## src/rtl/pwm_quad_pkg.sv

```systemverilog
package pwm_quad_pkg;

  // Byte offsets of the register words; the bus decode depends on them.
  localparam int unsigned CTRL_OFS = 32'h000;
  localparam int unsigned RUN_OFS  = 32'h004;
  localparam int unsigned DIV_OFS  = 32'h008;
  localparam int unsigned DUTY_OFS = 32'h018;

  // Bit position of the first force-high bit in the control word.
  localparam int unsigned FORCE_LSB = 8;

  typedef enum logic [2:0] {
    KIND_NONE,
    KIND_CTRL,
    KIND_RUN,
    KIND_DIV,
    KIND_DUTY
  } reg_kind_e;

endpackage

```

## src/rtl/pwm_quad_rst_sync.sv

```systemverilog
module pwm_quad_rst_sync (
  input  logic clk,
  input  logic rst_n,
  output logic rst_sync_n
);

  logic [1:0] sync_q;
  logic [1:0] sync_d;

  always_comb begin
    sync_d = {sync_q[0], 1'b1};
  end

  always_ff @(posedge clk or negedge rst_n) begin
    if (!rst_n) begin
      sync_q <= 2'b00;
    end else begin
      sync_q <= sync_d;
    end
  end

  assign rst_sync_n = sync_q[1];

endmodule

```

## src/rtl/pwm_quad_regs.sv

```systemverilog
module pwm_quad_regs
  import pwm_quad_pkg::*;
#(
  parameter int NUM_CH = 4,
  parameter int DIV_W  = 16,
  parameter int DUTY_W = 8,
  parameter int ADDR_W = 12,
  parameter int DATA_W = 32
) (
  input  logic                            clk,
  input  logic                            rst_n,
  input  logic [ADDR_W-1:0]               bus_addr,
  input  logic [DATA_W-1:0]               bus_wdata,
  input  logic                            bus_wr,
  input  logic                            bus_rd,
  output logic [DATA_W-1:0]               bus_rdata,
  output logic [NUM_CH-1:0]               ch_en,
  output logic [NUM_CH-1:0]               ch_force,
  output logic [NUM_CH-1:0]               gen_run,
  output logic [NUM_CH-1:0][DIV_W-1:0]    gen_div,
  output logic [NUM_CH-1:0][DUTY_W-1:0]   ch_duty,
  output logic [NUM_CH-1:0][$clog2(NUM_CH)-1:0] ch_sel
);

  localparam int SEL_W      = $clog2(NUM_CH);
  localparam int WA         = ADDR_W - 2;
  localparam int CTRL_WORD  = CTRL_OFS / 4;
  localparam int RUN_WORD   = RUN_OFS / 4;
  localparam int DIV_WORD0  = DIV_OFS / 4;
  localparam int DUTY_WORD0 = DUTY_OFS / 4;

  logic [WA-1:0] word;
  reg_kind_e     kind;
  logic [SEL_W-1:0] idx;

  logic [NUM_CH-1:0]             en_q, en_d;
  logic [NUM_CH-1:0]             force_q, force_d;
  logic [NUM_CH-1:0]             run_q, run_d;
  logic [NUM_CH-1:0][DIV_W-1:0]  div_q, div_d;
  logic [NUM_CH-1:0][DUTY_W-1:0] duty_q, duty_d;
  logic [NUM_CH-1:0][SEL_W-1:0]  sel_q, sel_d;
  logic [DATA_W-1:0]             rd_mux, rdata_q, rdata_d;
  logic                          unused_bits;

  assign word        = bus_addr[ADDR_W-1:2];
  assign unused_bits = ^{bus_addr[1:0], bus_wdata};

  // Address decode into a register kind and a channel index.
  always_comb begin
    kind = KIND_NONE;
    idx  = '0;
    if (word == WA'(CTRL_WORD)) begin
      kind = KIND_CTRL;
    end else if (word == WA'(RUN_WORD)) begin
      kind = KIND_RUN;
    end else if ((word >= WA'(DIV_WORD0)) && (word < WA'(DIV_WORD0 + NUM_CH))) begin
      kind = KIND_DIV;
      idx  = SEL_W'(word - WA'(DIV_WORD0));
    end else if ((word >= WA'(DUTY_WORD0)) && (word < WA'(DUTY_WORD0 + NUM_CH))) begin
      kind = KIND_DUTY;
      idx  = SEL_W'(word - WA'(DUTY_WORD0));
    end
  end

  // Next-state of the register file.
  always_comb begin
    en_d    = en_q;
    force_d = force_q;
    run_d   = run_q;
    div_d   = div_q;
    duty_d  = duty_q;
    sel_d   = sel_q;
    case (kind)
      KIND_CTRL: begin
        en_d    = bus_wdata[NUM_CH-1:0];
        force_d = bus_wdata[FORCE_LSB +: NUM_CH];
      end
      KIND_RUN: begin
        run_d = bus_wdata[NUM_CH-1:0];
      end
      KIND_DIV: begin
        div_d[idx] = bus_wdata[DIV_W-1:0];
      end
      KIND_DUTY: begin
        duty_d[idx] = bus_wdata[DUTY_W-1:0];
        sel_d[idx]  = bus_wdata[DUTY_W +: SEL_W];
      end
      default: begin
      end
    endcase
  end

  // Read multiplexer.
  always_comb begin
    rd_mux = '0;
    case (kind)
      KIND_CTRL: begin
        rd_mux[NUM_CH-1:0]            = en_q;
        rd_mux[FORCE_LSB +: NUM_CH]   = force_q;
      end
      KIND_RUN: begin
        rd_mux[NUM_CH-1:0] = run_q;
      end
      KIND_DIV: begin
        rd_mux[DIV_W-1:0] = div_q[idx];
      end
      KIND_DUTY: begin
        rd_mux[DUTY_W-1:0]       = duty_q[idx];
        rd_mux[DUTY_W +: SEL_W]  = sel_q[idx];
      end
      default: begin
      end
    endcase
    rdata_d = bus_rd ? rd_mux : '0;
  end

  always_ff @(posedge clk or negedge rst_n) begin
    if (!rst_n) begin
      en_q    <= '0;
      force_q <= '0;
      run_q   <= '0;
      div_q   <= '0;
      duty_q  <= '0;
      sel_q   <= '0;
    end else if (bus_wr) begin
      en_q    <= en_d;
      force_q <= force_d;
      run_q   <= run_d;
      div_q   <= div_d;
      duty_q  <= duty_d;
      sel_q   <= sel_d;
    end
  end

  always_ff @(posedge clk or negedge rst_n) begin
    if (!rst_n) begin
      rdata_q <= '0;
    end else begin
      rdata_q <= rdata_d;
    end
  end

  assign bus_rdata = rdata_q;
  assign ch_en     = en_q;
  assign ch_force  = force_q;
  assign gen_run   = run_q;
  assign gen_div   = div_q;
  assign ch_duty   = duty_q;
  assign ch_sel    = sel_q;

endmodule

```

## src/rtl/pwm_quad_tick.sv

```systemverilog
module pwm_quad_tick #(
  parameter int DIV_W  = 16,
  parameter int STEP_W = 8
) (
  input  logic              clk,
  input  logic              rst_n,
  input  logic              run,
  input  logic [DIV_W-1:0]  div,
  output logic [STEP_W-1:0] step,
  output logic              live
);

  logic [DIV_W-1:0]  pre_q, pre_d;
  logic [STEP_W-1:0] step_q, step_d;
  logic              advance;
  logic              wrap;

  assign live    = (div != '0);
  assign advance = run && live;
  // A divider lowered below the running count wraps at once.
  assign wrap    = (pre_q >= (div - 1'b1));

  always_comb begin
    pre_d  = pre_q;
    step_d = step_q;
    if (wrap) begin
      pre_d  = '0;
      step_d = step_q + 1'b1;
    end else begin
      pre_d  = pre_q + 1'b1;
    end
  end

  always_ff @(posedge clk or negedge rst_n) begin
    if (!rst_n) begin
      pre_q  <= '0;
      step_q <= '0;
    end else if (advance) begin
      pre_q  <= pre_d;
      step_q <= step_d;
    end
  end

  assign step = step_q;

endmodule

```

## src/rtl/pwm_quad_chan.sv

```systemverilog
module pwm_quad_chan #(
  parameter int NUM_CH = 4,
  parameter int STEP_W = 8
) (
  input  logic                            clk,
  input  logic                            rst_n,
  input  logic                            en,
  input  logic                            force_hi,
  input  logic [STEP_W-1:0]               duty,
  input  logic [$clog2(NUM_CH)-1:0]       sel,
  input  logic [NUM_CH-1:0][STEP_W-1:0]   steps,
  input  logic [NUM_CH-1:0]               lives,
  output logic                            pwm
);

  logic [STEP_W-1:0] cur_step;
  logic              cur_live;
  logic              pwm_q, pwm_d;

  assign cur_step = steps[sel];
  assign cur_live = lives[sel];

  always_comb begin
    pwm_d = en && (force_hi || (cur_live && (cur_step < duty)));
  end

  always_ff @(posedge clk or negedge rst_n) begin
    if (!rst_n) begin
      pwm_q <= 1'b0;
    end else begin
      pwm_q <= pwm_d;
    end
  end

  assign pwm = pwm_q;

endmodule

```

## src/rtl/pwm_quad_ctrl.sv

```systemverilog
module pwm_quad_ctrl #(
  parameter int NUM_CH = 4,
  parameter int DIV_W  = 16,
  parameter int DUTY_W = 8,
  parameter int ADDR_W = 12,
  parameter int DATA_W = 32
) (
  input  logic              clk,
  input  logic              rst_n,
  input  logic [ADDR_W-1:0] bus_addr,
  input  logic [DATA_W-1:0] bus_wdata,
  input  logic              bus_wr,
  input  logic              bus_rd,
  output logic [DATA_W-1:0] bus_rdata,
  output logic [NUM_CH-1:0] pwm_out
);

  localparam int SEL_W = $clog2(NUM_CH);

  logic                          rst_sync_n;
  logic [NUM_CH-1:0]             ch_en;
  logic [NUM_CH-1:0]             ch_force;
  logic [NUM_CH-1:0]             gen_run;
  logic [NUM_CH-1:0][DIV_W-1:0]  gen_div;
  logic [NUM_CH-1:0][DUTY_W-1:0] ch_duty;
  logic [NUM_CH-1:0][SEL_W-1:0]  ch_sel;
  logic [NUM_CH-1:0][DUTY_W-1:0] gen_step;
  logic [NUM_CH-1:0]             gen_live;

  pwm_quad_rst_sync u_rst (
    .clk        (clk),
    .rst_n      (rst_n),
    .rst_sync_n (rst_sync_n)
  );

  pwm_quad_regs #(
    .NUM_CH (NUM_CH),
    .DIV_W  (DIV_W),
    .DUTY_W (DUTY_W),
    .ADDR_W (ADDR_W),
    .DATA_W (DATA_W)
  ) u_regs (
    .clk       (clk),
    .rst_n     (rst_sync_n),
    .bus_addr  (bus_addr),
    .bus_wdata (bus_wdata),
    .bus_wr    (bus_wr),
    .bus_rd    (bus_rd),
    .bus_rdata (bus_rdata),
    .ch_en     (ch_en),
    .ch_force  (ch_force),
    .gen_run   (gen_run),
    .gen_div   (gen_div),
    .ch_duty   (ch_duty),
    .ch_sel    (ch_sel)
  );

  for (genvar g = 0; g < NUM_CH; g++) begin : g_gen
    pwm_quad_tick #(
      .DIV_W  (DIV_W),
      .STEP_W (DUTY_W)
    ) u_tick (
      .clk   (clk),
      .rst_n (rst_sync_n),
      .run   (gen_run[g]),
      .div   (gen_div[g]),
      .step  (gen_step[g]),
      .live  (gen_live[g])
    );
  end

  for (genvar c = 0; c < NUM_CH; c++) begin : g_chan
    pwm_quad_chan #(
      .NUM_CH (NUM_CH),
      .STEP_W (DUTY_W)
    ) u_chan (
      .clk      (clk),
      .rst_n    (rst_sync_n),
      .en       (ch_en[c]),
      .force_hi (ch_force[c]),
      .duty     (ch_duty[c]),
      .sel      (ch_sel[c]),
      .steps    (gen_step),
      .lives    (gen_live),
      .pwm      (pwm_out[c])
    );
  end

endmodule

```

## config.mk

```make
export PLATFORM = sky130hd
export DESIGN_NAME = pwm_quad_ctrl
export DESIGN_NICKNAME = d
export VERILOG_FILES = /design/src/rtl/pwm_quad_pkg.sv /design/src/rtl/pwm_quad_rst_sync.sv /design/src/rtl/pwm_quad_regs.sv /design/src/rtl/pwm_quad_tick.sv /design/src/rtl/pwm_quad_chan.sv /design/src/rtl/pwm_quad_ctrl.sv
export SDC_FILE = /design/constraint.sdc
export NUM_CORES = 1
export LEC_CHECK = 0
export BUFFER_PORTS_ARGS = -buffer_cell sky130_fd_sc_hd__buf_4
export CORE_ASPECT_RATIO = 1.75
export CORE_MARGIN = 2
export CORE_UTILIZATION = 65
export CTS_CLUSTER_SIZE = 12
export DETAILED_ROUTE_END_ITERATION = 8
export HOLD_SLACK_MARGIN = 0.15
export PLACE_DENSITY_LB_ADDON = 0.2
export RECOVER_POWER = 100
export SETUP_SLACK_MARGIN = 0.5
export SYNTH_ARGS = -nofsm -noshare
export SYNTH_HDL_FRONTEND = slang
export SYNTH_SLANG_ARGS = --single-unit
export TNS_END_PERCENT = 5
```

## constraint.sdc

```tcl
create_clock -name clk -period 19.2 [get_ports clk]
set_clock_uncertainty 0.05 [all_clocks]
set_input_delay 3.84 -clock clk [delete_from_list [all_inputs] [get_ports clk]]
set_output_delay 3.84 -clock clk [all_outputs]
set_load 0.05 [all_outputs]
```

-- Yosys cells after proc, flatten, opt, wreduce, memory -nomap -nowiden
Cells that the tools add are included.
- add/subtract/negate cells: 14
- magnitude comparators: 18
- equality and inequality tests: 5
- multiplexer cells: 49
- reductions and logical operators: 32
- operators with widths (kind ; count):
    $mux W16 ; 7
    $bmux W8 S2 ; 5
    $add A16 B1 Y16 const B ; 4
    $bwmux W64 ; 1
    $ge A16 B16 Y1 ; 4
    $reduce_bool A16 Y1 ; 4
    $sub A16 B1 Y16 const B ; 4
    $mux W8 ; 6
    $add A8 B1 Y8 const B ; 4
    $bmux W16 S2 ; 1
    $bwmux W32 ; 1
    $demux W16 S2 ; 1
    $lt A8 B8 Y1 ; 4
    $demux W8 S2 ; 1
    $pmux W4 S4 ; 1
    $reduce_and A2 Y1 ; 8
    $logic_and A1 B1 Y1 ; 15
    $lt A2 B3 Y1 const B ; 5
    $mux W2 ; 6
    $mux W3 ; 4
    $eq A10 B1 Y1 const B ; 1
    $ge A10 B2 Y1 const B ; 1
    $ge A10 B3 Y1 const B ; 1
    $logic_not A10 Y1 ; 1
    other kinds (17) ; 28
- register bits: 250
- output and inout bits: 36

-- Longest topological paths before layout
Gate-level depths: netlist (run 1).
- depth after elaboration: 11
- depth in mapped cells: 14

-- By module
A second synthesis (run 1) with hierarchy kept.
- cell total of the unflattened synthesis: 1412
- area total of the unflattened synthesis: 15508.6 um^2
- modules (own cells, without submodules) (module ; instances ; cells each ; area each (um^2) ; seq. area each (um^2)):
    pwm_quad_regs ; 1 ; 466 ; 6168.4 ; 3303.2
    pwm_quad_tick (g_gen[1].u_tick ...) ; 2 ; 193 ; 1860.5 ; 600.6
    pwm_quad_tick (g_gen[0].u_tick) ; 1 ; 203 ; 1876.8 ; 600.6
    pwm_quad_chan ; 4 ; 39 ; 462.9 ; 25.0
    pwm_quad_tick (g_gen[3].u_tick) ; 1 ; 198 ; 1836.8 ; 600.6
    pwm_quad_rst_sync ; 1 ; 3 ; 53.8 ; 50.0

-- Least setup slack after synthesis (run 1)
No wires, ideal clock.
- kind: input -> register
- start: input port bus_addr[7]
- end: register u_regs.duty_q, in the netlist u_regs.ch_duty[20]
- setup time: 125 ps
- arrival time: 5478 ps
- data required time: 19025 ps
- path slack: 13547 ps
- stages: 7
- cell sequence: nor4_4 nand2_4 buf_2 nor2_2 nand2_1 nor2_4 mux2_2
- cells in the longest elaborated chain, start to end: 11
- elaborated cells between the ends (all ways): 24
- classes of those cells: 6 x order compare; 2 x eq/ne; 11 x mux; 5 x reduce/logical
- RTL lines (element ; line ; text):
    start, declared ; pwm_quad_ctrl.sv:10 ; input logic [ADDR_W-1:0] bus_addr,
    $ge A10 B3 Y1 / $lt A10 B4 Y1 (equally long branches) ; pwm_quad_regs.sv:59 ; end else if ((word >= WA'(DUTY_WORD0)) && (word < WA'(DUTY_WORD0 + NUM_CH))) begin
    $logic_and A1 B1 Y1 ; pwm_quad_regs.sv:59 ;
    $mux W2 ; pwm_quad_regs.sv:59 ;
    $mux W2 ; pwm_quad_regs.sv:56 ; end else if ((word >= WA'(DIV_WORD0)) && (word < WA'(DIV_WORD0 + NUM_CH))) begin
    $mux W2 ; pwm_quad_regs.sv:54 ; end else if (word == WA'(RUN_WORD)) begin
    $mux W2 ; pwm_quad_regs.sv:52 ; if (word == WA'(CTRL_WORD)) begin
    $lt A2 B3 Y1 (implied by the code) / $ge A2 B1 Y1 (equally long branches) ; pwm_quad_regs.sv:85 ; duty_d[idx] = bus_wdata[DUTY_W-1:0];
    $logic_and A1 B1 Y1 (implied by the code) ; pwm_quad_regs.sv:85 ;
    $mux W8 (implied by the code) ; pwm_quad_regs.sv:85 ;
    $demux W8 S2 ; n/a ;
    $bwmux W32 ; pwm_quad_regs.sv:85 ;
    end signal, assigned ; pwm_quad_regs.sv:130 ; duty_q <= duty_d;
    end, declared ; pwm_quad_regs.sv:40 ; logic [NUM_CH-1:0][DUTY_W-1:0] duty_q, duty_d;
Parallel ways exist; a longest one is shown, timed or not.
A chain may end at the register's enable or synchronous reset.

-- Worst setup path after layout (run 1)
- start: input port bus_addr[7]
- end: register u_regs.div_q, in the netlist u_regs.gen_div[43]
- cells in the longest elaborated chain, start to end: 11
- elaborated cells between the ends (all ways): 24
- classes of those cells: 6 x order compare; 2 x eq/ne; 11 x mux; 5 x reduce/logical
- RTL lines (element ; line ; text):
    $ge A10 B3 Y1 / $lt A10 B4 Y1 (equally long branches) ; pwm_quad_regs.sv:59 ;
    $logic_and A1 B1 Y1 ; pwm_quad_regs.sv:59 ;
    $mux W2 ; pwm_quad_regs.sv:59 ;
    $mux W2 ; pwm_quad_regs.sv:56 ;
    $mux W2 ; pwm_quad_regs.sv:54 ;
    $mux W2 ; pwm_quad_regs.sv:52 ;
    $lt A2 B3 Y1 (implied by the code) / $ge A2 B1 Y1 (equally long branches) ; pwm_quad_regs.sv:82 ; div_d[idx] = bus_wdata[DIV_W-1:0];
    $logic_and A1 B1 Y1 (implied by the code) ; pwm_quad_regs.sv:82 ;
    $mux W16 (implied by the code) ; pwm_quad_regs.sv:82 ;
    $demux W16 S2 ; n/a ;
    $bwmux W64 ; pwm_quad_regs.sv:82 ;
    end signal, assigned ; pwm_quad_regs.sv:129 ; div_q <= div_d;
    end, declared ; pwm_quad_regs.sv:39 ; logic [NUM_CH-1:0][DIV_W-1:0] div_q, div_d;
Parallel ways exist; a longest one is shown, timed or not.

==> results.sh, run 1 <==
export IMPL_end_kind="flop"
export IMPL_diodes=0
export IMPL_critical_path_class="in -> reg"
export IMPL_drc=0
export IMPL_startpoint_type="primary input"
export IMPL_grt_overflow=0
export IMPL_grt_max_degree=188
export IMPL_cts_repair_resized=0
export IMPL_rsz0062_at_grt="no"
export IMPL_async_flop_share_pct=100
export IMPL_tns_ns=0
export IMPL_core_um2=22700
export IMPL_numCtsBuffers=24
export IMPL_cts_root_buf="clkbuf_16"
export IMPL_dr_pass1_iters=6
export IMPL_period_share_pct=42.6
export IMPL_power_mw=1.03
export IMPL_drv_cap=3
export IMPL_cpLargestDelayFamily="simple AND/OR/NAND/NOR gates"
export IMPL_finalHoldViolCount=0
export IMPL_dieArea_um2=24400
export IMPL_violations="max-capacitance violations, max-slew violations"
export IMPL_p_per_area_nw_per_um2=65.0
export IMPL_period_needed_ns=8.17
export IMPL_synth_area_leader_cell="dfrtp_1"
export IMPL_cts_sinks=234
export IMPL_slowest_delay_ns=1.62
export IMPL_vias=11706
export IMPL_switching_share_pct=25.2
export IMPL_cp_required_ns=19.57
export IMPL_path_cells="clkbuf_4 > nor4_1 > nand2_1 > nor4_1 > nand2_1 > mux2_1"
export IMPL_design_area_um2=15900
export IMPL_gp_congestion=1.01
export IMPL_grt_first_pass_wirelength_mm=65.0
export IMPL_antenna_found_initial=1
export IMPL_die_height_um=205
export IMPL_hpwl_mm=30.7
export IMPL_syn_to_final_growth_pct=5.70
export IMPL_crit_buf_inv=1
export IMPL_min_path_type="reg -> reg"
export IMPL_comb_power_share_pct=8.9
export IMPL_setup_violations=0
export IMPL_postSynthCellCount=1447
export IMPL_status="complete, but fails checks"
export IMPL_row_count=73
export IMPL_timing_slew_headroom_pct=-27.6
export IMPL_cts_tree="yes"
export IMPL_p_leak_nw=7.77
export IMPL_drt_wl_total_mm=41.2
export IMPL_avgSynthCellArea_um2=10.4
export IMPL_drive_gt1_share_pct=12.3
export IMPL_slew_violations=67
export IMPL_slowest_stage="nor4_1"
export IMPL_vdd_drop_max_mv=0.0554
export IMPL_arrival_ns=8.55
export IMPL_wl_per_cell_um=23.2
export IMPL_power_switching_uw=261
export IMPL_ys_ff_latch=234
export IMPL_place_area_um2=15500
export IMPL_start_util_pct=66.1
export IMPL_worstSkewPairLatency_ns=0.54
export IMPL_ys_warn_count=0
export IMPL_synth_area_top_cells="dfrtp_1 (39%), ha_1 (9.0%), mux2_2 (6.1%), mux4_2 (5.1%), xnor2_1 (3.8%)"
export IMPL_ant_nets=0
export IMPL_io_pins=84
export IMPL_netlist_area_um2=15000
export IMPL_cp_max_fo=16
export IMPL_io_buffers=49
export IMPL_die_w_um=119
export IMPL_first_global_vias=11976
export IMPL_clk_pin_slew_ns=0.06
export IMPL_internal_power_uw=772
export IMPL_ctsHtreeMaxLevel=1
export IMPL_ys_seq_area_share_pct=39.0
export IMPL_nNetsFinal=1619
export IMPL_drt_iter0_drc=912
export IMPL_synth_edff_count=0
export IMPL_worstMarginPinSlew_ns=1.90
export IMPL_grt_total_usage_pct=34.7
export IMPL_viasPerCell=6.59
export IMPL_postCtsSetupRepairBufs=0
export IMPL_pwr_share_clk_pct=42.1
export IMPL_synth_top_flop_cell="dfrtp_1"
export IMPL_cts_hold_buffers=0
export IMPL_synth_cell_type_count=80
export IMPL_cts_path_max_buffers=3
export IMPL_max_freq_mhz=122
export IMPL_pwr_share_seq_pct=49.0
export IMPL_yosys_area_top_type_share_pct=39.0
[worst reg2reg max path, cell delays in order (launching register included)]
cell      delay (ns)
dfrtp_1         0.48
or4_1           0.56
nor3_1          0.38
nand2_1         0.17
nor4_1          0.36
nand2_1         0.11
xor2_1          0.16
ha_1            0.30
a21oi_1         0.07
o21ai_0         0.24
a21oi_1         0.14
nor3_1          1.01
clkbuf_1        0.51
nor2_1          0.12
[layer usage]
layer | up-vias | global-route usage (%) | wire length [µm]
li1 | 5299 | - | -
met4 | 2 | 27.6 | 3760
met2 | 470 | 60.3 | 20700
met1 | 5754 | 37.8 | 14500
met3 | 181 | 4.57 | 2240
met5 | - | 0 | 13
[sequential cells by signal (all words and copies together), names as in the netlist]
name and cells:
g_gen.u_tick.step 32, u_regs.bus_rdata 16, u_regs.gen_div 64, g_gen.u_tick.pre_q 64, u_regs.ch_en 4, u_regs.ch_sel 8
u_regs.ch_force 4, g_chan.u_chan.pwm 4, u_regs.gen_run 4, u_regs.ch_duty 32, u_rst.sync_q 2
[worst paths after layout]
kind,from,to,slack (ns),cells past startpoint
max,bus_addr[7],u_regs.gen_div[43],11.03,6
min,u_rst.sync_q[0],u_rst.sync_q[1],0.30,0
max reg2reg,u_regs.gen_div[52],g_gen[3].u_tick.pre_q[7],14.39,13
min reg2reg,u_rst.sync_q[0],u_rst.sync_q[1],0.30,0
max in group asynchronous,rst_n,u_rst.sync_q[1],15.95,1
min in group asynchronous,u_rst.sync_q[1],g_chan[0].u_chan.pwm,0.73,0
[cell usage after synthesis, drive strengths merged (10+ instances only)]
cell type and n:
a211oi 13, a21o 10, a21oi 45, a22oi 15
and2 13, and3 24, and4 11, buf 45
clkbuf 34, dfrtp 234, ha 108, inv 50
mux2 102, mux4 34, nand2 115, nand3 46
nand4 33, nor2 106, nor2b 13, nor3 33
nor3b 12, nor4 22, o21ai 77, or3 12
xnor2 66, xor2 60
[logic make-up (layout without fill, tap and decap cells)]
| group | after synthesis | after routing | share of synthesized area (%) |
|---|---|---|---|
| AO/OA/AOI/OAI | 236 | 236 | 10.3 |
| XOR/XNOR | 126 | 126 | 7.40 |
| adder cells (fa/ha/maj) | 108 | 108 | 8.99 |
| buffers and inverters | 129 | 143 | 4.03 |
| flip-flops | 234 | 234 | 39.0 |
| multiplexers | 145 | 145 | 13.6 |
| other | 2 | 17 | 0.0500 |
| AND/OR/NAND/NOR | 467 | 467 | 16.7 |
[power by group through the flow]
| stage | Combinational, mW | Clock [mW] | Sequential [mW] |
|---|---|---|---|
| after detailed placement | 0.0920 | 0 | 0.515 |
| final | 0.0916 | 0.435 | 0.506 |
| after global routing | 0.102 | 0.456 | 0.507 |
| after floorplan | 0.0633 | 0 | 0.517 |
| after global placement | 0.0894 | 0 | 0.515 |
| after CTS | 0.0925 | 0.437 | 0.506 |
[stage by stage]
stage | cells | worst slack, ns | util (%) | hold WS (ns)
after floorplan | 1462 | 12.15 | - | 0.281
after global placement | 1737 | 12.84 | 68.0 | 0.284
after detailed placement | 1737 | 12.79 | 68.0 | 0.293
after CTS | 1776 | 13.36 | 71.0 | 0.307
after global routing | 1776 | 11.00 | 69.8 | 0.309
final | 1776 | 11.03 | 69.8 | 0.303
[placed cells by master, fill, tap and decap left out, types with 8 or more instances in the layout]
master and count:
a2111oi_0 8, a211oi_1 13, a21o_1 10, a21oi_1 45
a22o_1 8, a22oi_1 15, and2_1 8, and3_1 24
and4_1 11, buf_4 27, clkbuf_1 36, clkbuf_16 25
conb_1 17, dfrtp_1 234, ha_1 108, inv_1 50
mux2_1 21, mux2_2 81, mux2i_1 9, mux4_2 34
nand2_1 115, nand3_1 46, nand3b_1 9, nand4_1 33
nor2_1 105, nor2b_1 13, nor3_1 32, nor3b_1 11
nor4_1 21, o211ai_1 8, o21ai_0 76, o221ai_1 9
or3_1 12, xnor2_1 65, xor2_1 60
[area by class of cell]
cell class                 count  area (µm²)
clock buffer                  37         681
clock inverter                 2        10.0
fill                        1770        6860
inverter                      50         188
multi-input combinational   1099        8450
sequential                   234        5860
tap                          300         375
timing repair buffer          54         324
No activity file was read; power rests on OpenSTA's default activity.
==> inputs of run 2 (changes only) <==
--- a/config.mk
+++ b/config.mk
@@ -8,7 +8,7 @@
 export BUFFER_PORTS_ARGS = -buffer_cell sky130_fd_sc_hd__buf_4
 export CORE_ASPECT_RATIO = 1.75
 export CORE_MARGIN = 2
-export CORE_UTILIZATION = 65
+export CORE_UTILIZATION = 62
 export CTS_CLUSTER_SIZE = 12
 export DETAILED_ROUTE_END_ITERATION = 8
 export HOLD_SLACK_MARGIN = 0.15
==> constraint.sdc (replaced) <==
create_clock -name clk -period 7.9 [get_ports clk]
set_clock_uncertainty 0.05 [all_clocks]
set_input_delay 1.58 -clock clk [delete_from_list [all_inputs] [get_ports clk]]
set_output_delay 1.58 -clock clk [all_outputs]
set_load 0.05 [all_outputs]
==> run 2 against run 1 <==
The flow still finishes with violations (max-capacitance violations, max-slew violations). Die area up 4.7%. Register-to-register slack lost 11 ns. Largest power group unchanged. Total power is 150% higher. Worst setup slack worse by 9.0 ns.
==> results.sh, run 2 (synthesis gave the netlist of run 1 again) <==
export IMPL_numCtsBuffers=24
export IMPL_switching_share_pct=25.2
export IMPL_fill_cells=1960
export IMPL_cp_max_fo=16
export IMPL_final_cells=1783
export IMPL_status="complete, but fails checks"
export IMPL_io_buffers=49
export IMPL_dr_pass1_iters=7
export IMPL_cts_repair_resized=0
export IMPL_die_w_um=122
export IMPL_start_util_pct=62.8
export IMPL_seqCellArea_um2=5860
export IMPL_layout_common_cells="dfrtp_1 (233), nand2_1 (115), ha_1 (108)"
export IMPL_tns_ns=0
export IMPL_cts_tree="yes"
export IMPL_rsz0062_at_grt="no"
export IMPL_comb_power_share_pct=9.0
export IMPL_worstSkewPairLatency_ns=0.55
export IMPL_setup_violations=0
export IMPL_cts_root_buf="clkbuf_16"
export IMPL_cts_sinks=234
export IMPL_dieArea_um2=25500
export IMPL_critical_path_class="in -> reg"
export IMPL_period_share_pct=74.2
export IMPL_finalHoldViolCount=0
export IMPL_end_kind="flop"
export IMPL_cts_hold_buffers=1
export IMPL_gp_congestion=0.996
export IMPL_vias=11722
export IMPL_p_per_area_nw_per_um2=160
export IMPL_violations="max-capacitance violations, max-slew violations"
export IMPL_first_global_vias=11837
export IMPL_cts_path_max_buffers=3
export IMPL_drv_cap=5
export IMPL_period_needed_ns=5.86
export IMPL_syn_to_final_growth_pct=5.91
export IMPL_ctsHtreeMaxLevel=1
export IMPL_vdd_drop_max_mv=0.183
export IMPL_drive_gt1_share_pct=12.6
export IMPL_min_path_type="reg -> reg"
export IMPL_io_pins=84
export IMPL_power_switching_uw=641
export IMPL_max_freq_mhz=171
export IMPL_antenna_found_initial=1
export IMPL_hpwl_mm=31.1
export IMPL_wl_per_cell_um=23.3
export IMPL_core_um2=23900
export IMPL_p_leak_nw=7.78
export IMPL_drt_iter0_drc=1042
export IMPL_whs_path_depth=0
export IMPL_arrival_ns=6.24
export IMPL_internal_power_mw=1.90
export IMPL_worstMarginPinSlew_ns=3.99
export IMPL_pwr_share_clk_pct=42.6
export IMPL_clk_pin_slew_ns=0.06
export IMPL_timing_slew_headroom_pct=-166
export IMPL_drt_wl_total_mm=41.5
export IMPL_final_common_cell="dfrtp_1"
export IMPL_row_count=75
export IMPL_postCtsSetupRepairBufs=0
export IMPL_drc=0
export IMPL_viasPerCell=6.57
export IMPL_multiInputGateArea_um2=8450
export IMPL_nNetsFinal=1622
export IMPL_slew_violations=242
export IMPL_grt_first_pass_wirelength_mm=64.9
export IMPL_r2r_cells=2
export IMPL_pwr_share_seq_pct=48.4
export IMPL_ant_nets=0
export IMPL_dp_cells=1747
export IMPL_grt_total_usage_pct=33.4
export IMPL_die_height_um=210
export IMPL_startpoint_type="primary input"
export IMPL_grt_overflow=0
export IMPL_cp_required_ns=8.28
export IMPL_grt_max_degree=81
-- run 2: cell count changes in the layout (fill, tap and decap cells not counted), sizes merged --
cell | before | now
buf | 28 | 27
clkinv | 2 | 3
dlygate4sd3 | 0 | 1
bufinv | 0 | 1
diode | 0 | 1
clkbuf | 63 | 59
-- run 2: cell type report --
| cell class | count | share of cell area [%] |
|---|---|---|
| multi-input cells | 1099 | 53.1 |
| repair buffers | 57 | 2.05 |
| inverters | 50 | 1.18 |
| well taps | 308 | 2.42 |
| clock buffers | 30 | 4.11 |
| clock inverters | 4 | 0.283 |
| flip-flops and latches | 234 | 36.8 |
| diodes | 1 | 0.0157 |
-- run 2: stage by stage --
stage / hold slack (ns) / cell area, µm² / worst slack (ns) / total power [mW] / utilization [%]
2_1_floorplan: 0.281 / 15100 / 0.846 / 1.41 / -
3_3_place_gp: 0.134 / 15500 / 3.73 / 1.47 / 64.7
3_5_place_dp: 0.131 / 15500 / 3.69 / 1.48 / 64.7
4_1_cts: 0.303 / 16200 / 3.68 / 2.54 / 67.6
5_1_grt: 0.315 / 15900 / 1.85 / 2.62 / 66.5
6_report: 0.305 / 15900 / 2.04 / 2.54 / 66.5
-- run 2: critical path, cell delays in order --
cell and delay, ns:
clkbuf_4 0.11, nor4_1 0.76, nand2_1 0.53, nor3_1 1.60, nand2_1 1.05, mux2_1 0.60
-- run 2: final timing paths --
| check | startpoint | end | slack, ns |
|---|---|---|---|
| worst max-delay path | bus_addr[7] | u_regs.gen_div[57] | 2.04 |
| worst min-delay path | u_rst.sync_q[0] | u_rst.sync_q[1] | 0.30 |
| worst max register to register | u_rst.sync_q[1] | g_gen[1].u_tick.pre_q[5] | 2.96 |
| worst min register to register | u_rst.sync_q[0] | u_rst.sync_q[1] | 0.30 |
| max in group asynchronous | u_rst.sync_q[1] | g_gen[1].u_tick.pre_q[5] | 2.96 |
| min in group asynchronous | rst_n | u_rst.sync_q[1] | 0.75 |
-- run 2: power by group through the flow --
stage / clock, mW / sequential (mW) / combinational, mW
4_1_cts: 1.08 / 1.23 / 0.233
2_1_floorplan: 0 / 1.26 / 0.154
5_1_grt: 1.14 / 1.23 / 0.253
6_report: 1.08 / 1.23 / 0.230
3_3_place_gp: 0 / 1.25 / 0.222
3_5_place_dp: 0 / 1.25 / 0.230
-- run 2: layer usage --
layer / part of all wire [%] / routed length [µm] / track usage, % / vias up
met1: 34 / 14200 / 36.2 / 5807
met3: 6.2 / 2560 / 5.65 / 178
met4: 8.8 / 3660 / 25.0 / 0
li1: - / - / - / 5280
met5: 0 / 0 / 0 / -
met2: 51 / 21000 / 57.7 / 457
